### src/rtl/cdt_pkg.sv
package cdt_pkg;
    localparam int CDT_DATA_W = 32;
    localparam int CDT_ADDR_W = 4;

    localparam logic [3:0] OFF_SCRATCH = 4'h0;
    localparam logic [3:0] OFF_CTRL    = 4'h4;
    localparam logic [3:0] OFF_RELOAD  = 4'h8;
    localparam logic [3:0] OFF_COUNT   = 4'hC;

    localparam int CTRL_AUTO_BIT = 0;
    localparam int CTRL_RUN_BIT  = 2;

    typedef enum logic [1:0] {
        SZ_BYTE = 2'd0,
        SZ_HALF = 2'd1,
        SZ_WORD = 2'd2,
        SZ_RSVD = 2'd3
    } acc_size_e;
endpackage

### src/rtl/cdt_regs.sv
module cdt_regs
    import cdt_pkg::*;
#(
    parameter int DATA_W = CDT_DATA_W,
    parameter int ADDR_W = CDT_ADDR_W
) (
    input  logic              clk,
    input  logic              rst_n,
    input  logic              wr_i,
    input  logic              rd_i,
    input  logic [ADDR_W-1:0] addr_i,
    input  logic [1:0]        size_i,
    input  logic [DATA_W-1:0] wdata_i,
    input  logic [DATA_W-1:0] count_i,
    output logic [DATA_W-1:0] rdata_o,
    output logic              err_o,
    output logic [DATA_W-1:0] ctrl_o,
    output logic [DATA_W-1:0] reload_o
);
    typedef struct packed {
        logic [DATA_W-1:0] scratch;
        logic [DATA_W-1:0] ctrl;
        logic [DATA_W-1:0] reload;
        logic [DATA_W-1:0] rdata;
        logic              err;
    } regs_t;

    regs_t r_d, r_q;

    logic hit_scr, hit_ctl, hit_rld, hit_cnt, hit_any, bad, wr_ok, rd_ok;

    always_comb begin
        hit_scr = (addr_i == ADDR_W'(OFF_SCRATCH));
        hit_ctl = (addr_i == ADDR_W'(OFF_CTRL));
        hit_rld = (addr_i == ADDR_W'(OFF_RELOAD));
        hit_cnt = (addr_i == ADDR_W'(OFF_COUNT));
        hit_any = hit_scr | hit_ctl | hit_rld | hit_cnt;
        bad     = (wr_i | rd_i) &&
                  ((size_i != SZ_WORD) || !hit_any || (wr_i && hit_cnt));
        wr_ok   = wr_i && !bad;
        rd_ok   = rd_i && !bad;

        r_d       = r_q;
        r_d.err   = bad;
        r_d.rdata = '0;
        if (wr_ok && hit_scr) r_d.scratch = wdata_i;
        if (wr_ok && hit_ctl) r_d.ctrl    = wdata_i;
        if (wr_ok && hit_rld) r_d.reload  = wdata_i;
        if (rd_ok) begin
            if (hit_scr)      r_d.rdata = r_q.scratch;
            else if (hit_ctl) r_d.rdata = r_q.ctrl;
            else if (hit_rld) r_d.rdata = r_q.reload;
            else              r_d.rdata = count_i;
        end
    end

    always_ff @(posedge clk) begin
        if (!rst_n) r_q <= '0;
        else        r_q <= r_d;
    end

    assign rdata_o  = r_q.rdata;
    assign err_o    = r_q.err;
    assign ctrl_o   = r_q.ctrl;
    assign reload_o = r_q.reload;

    assert_cnt_write_err_R7: assert property (@(posedge clk) disable iff (!rst_n)
        (wr_i && addr_i == ADDR_W'(OFF_COUNT)) |=> err_o);

    assert_bad_size_R8: assert property (@(posedge clk) disable iff (!rst_n)
        ((wr_i || rd_i) && size_i != SZ_WORD) |=>
        (err_o && $stable(ctrl_o) && $stable(reload_o) && $stable(r_q.scratch)));
endmodule

### src/rtl/cdt_count.sv
module cdt_count
    import cdt_pkg::*;
#(
    parameter int DATA_W = CDT_DATA_W
) (
    input  logic              clk,
    input  logic              rst_n,
    input  logic              tick_en,
    input  logic              run_i,
    input  logic              auto_i,
    input  logic [DATA_W-1:0] reload_i,
    output logic [DATA_W-1:0] count_o,
    output logic              irq_o
);
    typedef struct packed {
        logic [DATA_W-1:0] cnt;
    } cnt_t;

    cnt_t c_d, c_q;
    logic step;

    always_comb begin
        step = tick_en && run_i;
        c_d  = c_q;
        if (step) begin
            if (c_q.cnt != '0) c_d.cnt = c_q.cnt - DATA_W'(1);
            else if (auto_i)   c_d.cnt = reload_i;
        end
    end

    always_ff @(posedge clk) begin
        if (!rst_n) c_q <= '0;
        else        c_q <= c_d;
    end

    assign count_o = c_q.cnt;
    assign irq_o   = (c_q.cnt == '0) && auto_i;

    assert_hold_R3: assert property (@(posedge clk) disable iff (!rst_n)
        !(tick_en && run_i) |=> count_o == $past(count_o));

    assert_dec_R4: assert property (@(posedge clk) disable iff (!rst_n)
        (tick_en && run_i && count_o != '0) |=> count_o == $past(count_o) - DATA_W'(1));

    assert_reload_R5: assert property (@(posedge clk) disable iff (!rst_n)
        (tick_en && run_i && count_o == '0 && auto_i) |=> count_o == $past(reload_i));
endmodule

### src/rtl/cdt_timer.sv
module cdt_timer
    import cdt_pkg::*;
#(
    parameter int DATA_W = CDT_DATA_W,
    parameter int ADDR_W = CDT_ADDR_W
) (
    input  logic              clk,
    input  logic              rst_n,
    input  logic              tick_en,
    input  logic              bus_wr,
    input  logic              bus_rd,
    input  logic [ADDR_W-1:0] bus_addr,
    input  logic [1:0]        bus_size,
    input  logic [DATA_W-1:0] bus_wdata,
    output logic [DATA_W-1:0] bus_rdata,
    output logic              bus_err,
    output logic              irq
);
    logic [DATA_W-1:0] ctrl_w, reload_w, count_w;

    cdt_regs #(.DATA_W(DATA_W), .ADDR_W(ADDR_W)) u_regs (
        .clk      (clk),
        .rst_n    (rst_n),
        .wr_i     (bus_wr),
        .rd_i     (bus_rd),
        .addr_i   (bus_addr),
        .size_i   (bus_size),
        .wdata_i  (bus_wdata),
        .count_i  (count_w),
        .rdata_o  (bus_rdata),
        .err_o    (bus_err),
        .ctrl_o   (ctrl_w),
        .reload_o (reload_w)
    );

    cdt_count #(.DATA_W(DATA_W)) u_count (
        .clk      (clk),
        .rst_n    (rst_n),
        .tick_en  (tick_en),
        .run_i    (ctrl_w[CTRL_RUN_BIT]),
        .auto_i   (ctrl_w[CTRL_AUTO_BIT]),
        .reload_i (reload_w),
        .count_o  (count_w),
        .irq_o    (irq)
    );

    assert_irq_needs_auto_R6: assert property (@(posedge clk) disable iff (!rst_n)
        irq |-> (ctrl_w[CTRL_AUTO_BIT] && count_w == '0));
endmodule

### config.mk
export PLATFORM = sky130hd
export DESIGN_NAME = cdt_timer
export DESIGN_NICKNAME = d
export VERILOG_FILES = /design/src/rtl/cdt_pkg.sv /design/src/rtl/cdt_regs.sv /design/src/rtl/cdt_count.sv /design/src/rtl/cdt_timer.sv
export SDC_FILE = /design/constraint.sdc
export NUM_CORES = 1
export LEC_CHECK = 0
export BUFFER_PORTS_ARGS = -buffer_cell sky130_fd_sc_hd__buf_2
export CAP_MARGIN = 20
export CORE_ASPECT_RATIO = 0.5
export CORE_MARGIN = 2
export CORE_UTILIZATION = 45
export DETAILED_ROUTE_END_ITERATION = 8
export HOLD_SLACK_MARGIN = 0.02
export PLACE_DENSITY = 0.71
export SYNTH_ARGS = -nofsm -noshare
export SYNTH_HDL_FRONTEND = slang
export SYNTH_SLANG_ARGS = --single-unit
### constraint.sdc
create_clock -name clk -period 2.8 [get_ports clk]
set_input_delay 0.28 -clock clk [delete_from_list [all_inputs] [get_ports clk]]
set_output_delay 0.28 -clock clk [all_outputs]
set_load 0.005 [all_outputs]
Yosys cells after proc, flatten, opt, wreduce, memory -nomap -nowiden

Index checks and enable logic that the tools add are counted.

Flip-flop bits (word level): 161
Word-level logic and storage cells: 39

$add $sub $neg: 1
Eq/ne operators: 4
Mux-type cells: 5
Bitwise gates (word level): 4
Reduce and logical (&&, ||, !) cells: 19

Operators by type and width:

| cell                                                                   | number |
|---|---|
| 32-bit two-way mux                                                     | 5 |
| 32-bit logical NOT                                                     | 1 |
| 32-bit nonzero test                                                    | 1 |
| 32-bit by 1-bit subtractor with 32-bit output (second input constant)  | 1 |
| 1-bit logical AND                                                      | 9 |
| 4-bit equality test (second input constant)                            | 2 |
| 4-bit by 3-bit equality test with 1-bit output (second input constant) | 1 |
| 4-bit logical NOT                                                      | 1 |
| 1-bit OR                                                               | 4 |
| 2-bit AND reduction                                                    | 2 |
| 1-bit logical NOT                                                      | 2 |
| 1-bit logical OR                                                       | 2 |
| 2-bit inequality test (second input constant)                          | 1 |
| 2-bit nonzero test                                                     | 1 |

Longest topological paths before layout

Depth after elaboration: 11
Mapped depth: 9
Mapped depth without buffers: 7

Hierarchy

Synthesis repeated with hierarchy kept, for this count alone.

Cells, all modules: 1020
Area, all modules: 8489.4 µm²

Modules (own cells, without submodules):

| module    | times used | cells each | area each (µm²) | sequential area each (µm²) |
|---|---|---|---|---|
| cdt_regs  | 1          | 726        | 6267.3          | 2582.5 |
| cdt_count | 1          | 294        | 2222.1          | 640.6 |

Least setup slack after synthesis

OpenSTA, ideal clock, no wires.

Path type: register -> register
Start: register u_count.c_q (netlist bit u_count.count_o[0])
End: register u_count.c_q (netlist bit u_count.count_o[13])
Library setup time: 0.117 ns
Data arrival time: 2.142 ns
Data required time: 2.683 ns
Setup slack: 0.540 ns
Stages on the path, launching flop included: 10
Path buffers: 2
Cells stage by stage: dfxtp_1 inv_1 ha_1 or4b_1 or3_1 buf_6 nor3_4 buf_8 o21ai_0 a32o_1

Word-level cells in the longest chain between the ends: 3

Ends and longest elaborated chain:

| item                                                                                  | RTL line        | text |
|---|---|---|
| start: declaration                                                                    | cdt_count.sv:19 | `cnt_t c_d, c_q;` |
| start signal: assignment                                                              | cdt_count.sv:32 | `if (!rst_n) c_q <= '0;` |
| start signal: assignment                                                              | cdt_count.sv:33 | `else c_q <= c_d;` |
| branches (longest 3 deep; another with 32-bit by 1-bit subtractor with 32-bit output) | n/a             |  |

Parallel ways; which one is timed is not known.
A chain may end at the register's enable or synchronous reset.

Final worst setup path

Start: register u_count.c_q (netlist bit u_count.count_o[14])
End: output irq

Word-level cells in the longest chain between the ends: 2

Ends and longest elaborated chain:

| item               | RTL line        | text |
|---|---|---|
| 32-bit logical NOT | cdt_count.sv:37 | `assign irq_o = (c_q.cnt == '0) && auto_i;` |
| 1-bit logical AND  | cdt_count.sv:37 |  |
| end: declaration   | cdt_timer.sv:17 | `output logic irq` |

Every way passes these cells.

==> key figures <==
Finish
  • Fraction of layout cells with a size suffix above 1: 0.174
  • Commonest non-fill, non-tap cell in the layout: nand2_1
  • Diode count: 0
  • Area delta synth->final: 14.7%
  • Commonest cells after routing, fill and taps aside: nand2_1 (295), dfxtp_1 (161), a21oi_1 (133), buf_2 (76), mux2i_1 (48)
  • # fillers: 1560
  • Layout net count: 1063

Drt
  • Via count: 7150
  • Initial DRC Count: 679
  • TritonRoute pass-1 iters: 5
  • Avg WL per Cell: 18.4 um
  • Vias/cell: 5.68
  • Routed WL: 23200 um
  • Post-route antenna net violation count: 0
  • DR DRC count: 0

STA
  • Worst setup margin: 0.174 ns
  • Worst Max-Slew Pin Slew: 0.844 ns
  • Slew headroom: 0.435
  • Achievable Freq: 0.381 GHz
  • Tcrit/Tclk final: 0.938
  • Count of final setup violators: 0
  • Final Critical Period: 2.63 ns
  • Hold_ws: 0.0977 ns
  • Final Hold Fails: 0
  • Setup total negative slack: 0 ns
  • RSZ-0062 raised after global routing: no
  • Slew Viols, Final: 0
  • Worst Skew: 0.0112 ns

Global routing
  • Total GRT Usage: 0.264
  • Largest net degree at the start of global routing: 74
  • Vias in the first global route: 6682
  • Total grt overflow: 0
  • First-pass GRT wire length: 37200 um
  • Antenna violations before repair: 0

CTS
  • CTS tree: yes
  • Clock Root Buffer: clkbuf_16
  • Worst-Skew Late Latency: 0.43 ns
  • CTS max path bufs: 2
  • TritonCTS Buffers: 17
  • CTS clk-pin slew, worst paths: 0.08 ns
  • H-tree levels: 4
  • TritonCTS Sinks: 161

Die
  • Initial core utilization: 0.464
  • Die Ht: 96.2 um
  • Die area: 18100 um^2
  • Core outline area: 16500 um^2
  • Io pins: 77
  • Die Wd: 188 um
  • # rows: 33

Power and ir drop
  • P_leak: 3.27 nW
  • Pwr/cell area: 550 nW/um^2
  • Peak VDD IR: 430 uV

Worst setup path
  • Critical Path Source Type: register
  • Crit Path Max Fanout: 12
  • Class of the most critical setup path: reg2out
  • CP required: 2.52 ns
  • RR Startpoint: u_count.count_o[0]
  • WP data arrival: 2.35 ns
  • Crit. End Element: primary output
  • R2R Setup Slk: 0.19 ns
  • R2r endpoint: u_count.count_o[20]
  • R2r worst-path depth: 8

Synthesis
  • Post-synth cell types: 54
  • Synthesized area: 7660 um^2
  • Share of the synthesized area in the top cell type: 0.421
  • Avg Inst Size Synth: 7.85 um^2
  • Yosys warnings: 0
  • Top post-synthesis cells by area: dfxtp_1 (42%), nand2_1 (14%), a21oi_1 (8.7%), mux2i_1 (6.3%), buf_4 (3.3%)
  • Synth Register Bits: 161
  • Post-Synthesis Cells: 976
  • Synth Flop Type: dfxtp_1
  • Largest area contributor in the netlist: dfxtp_1
  • Sequential fraction of the synthesis area: 0.421
  • Number of synthesized flops with an enable pin: 0
  • Mapped Nets: 1021
  • Share of synthesized registers carrying an async set or reset: 0

Placed design
  • # port buffers: 76
  • Pre-CTS setup slack: 0.131 ns
  • Detailed placement HPWL: 15600 um
  • GP Congestion: 0.973

Worst hold path
  • Hold Path Sink: u_regs.r_q[127]
  • Hold WC Path Type: in2reg
  • Min-delay src: bus_wdata[30]
  • Worst hold stages: 3

Flow run
  • Max Cap Viol: 0

Outcome
  • Status: finished clean
-- layer usage --
layer,global-route usage,wire [um]
met2,0.391,9530
met5,0,0
met4,0.0599,278
met1,0.386,11700
met3,0.0642,1670
-- cell type report --
| cell class | count | area, um^2 | area share |
|---|---|---|---|
| Clock buffer | 18 | 439 | 0.0500 |
| Clock inverter | 14 | 154 | 0.0175 |
| Inverter | 7 | 26.3 | 0.00299 |
| Multi-Input combinational cell | 706 | 3880 | 0.442 |
| Sequential cell | 161 | 3220 | 0.367 |
| Tap cell | 227 | 284 | 0.0323 |
| Timing Repair Buffer | 125 | 773 | 0.0880 |
-- critical path, cell delays in order (launching register included) --
cell and delay, ns:
dfxtp_1 0.37, nor3_1 0.44, and3_1 0.32, buf_4 0.25, nand2_1 0.12, nor3_1 0.24
buf_2 0.17
-- power by group --
group | switching [mW] | internal (mW) | leakage [nW]
clock network | 1.04 | 1.35 | 0.284
registers | 0.00109 | 2.29 | 1.30
logic | 0.103 | 0.0473 | 1.69
total | 1.14 | 3.69 | 3.27
-- through the flow --
step | cells | util | power (mW) | area [um^2]
finish | 1258 | 0.532 | 4.83 | 8780
floorplan | 976 | - | 2.42 | 7660
global placement | 1225 | 0.495 | 2.49 | 8170
CTS | 1257 | 0.531 | 4.85 | 8760
detailed placement | 1225 | 0.495 | 2.49 | 8170
global route | 1258 | 0.532 | 4.98 | 8780
-- logic make-up after synthesis --
logic type	share of synthesized area
AO/OA/AOI/OAI	0.191
flip-flops	0.421
adder cells (fa/ha/maj)	0.00327
AND/OR/NAND/NOR	0.244
buffers and inverters	0.0757
multiplexers	0.0657
-- how the worst max path moves through the flow --
| stage | startpoint | slack [ns] | end |
|---|---|---|---|
| after floorplan | u_count.count_o[0] | 0.54 | u_count.count_o[13] |
| after global placement | u_count.count_o[0] | 0.25 | u_count.count_o[25] |
| after detailed placement | u_count.count_o[0] | 0.13 | u_count.count_o[20] |
| after CTS | u_count.count_o[0] | 0.12 | u_count.count_o[20] |
| after global routing | u_count.count_o[0] | 0.06 | u_count.count_o[30] |
| final | u_count.count_o[14] | 0.17 | irq |
-- flip-flops by register name, indices dropped and copies added (netlist names) --
register,cells
u_regs.ctrl_o,32
u_regs.r_q,32
u_count.count_o,32
u_regs.reload_o,32
u_regs.rdata_o,32
u_regs.err_o,1
-- repair_timing --
action	4_1_cts	5_1_grt
hold buffers	0	0
buffers inserted	0	1
gates resized for setup	0	2
setup endpoints to repair	0	9
-- cell usage after synthesis (3+ instances only) --
cell type  instances
nand2_1          295
dfxtp_1          161
a21oi_1          133
clkbuf_1          58
mux2i_1           48
buf_4             34
o211ai_1          34
nor2_1            25
nand3_1           17
a211oi_1          14
nor4_1            14
nor3_1            13
o22ai_1           13
a32o_1            10
nand4_1           10
o21ai_0            9
or4_1              8
a31oi_1            7
inv_1              7
o31ai_1            6
and2_1             4
buf_2              4
or3_1              4
and3_1             3
buf_6              3
o311ai_0           3
Note: power is estimated with default switching activity, not from simulation.
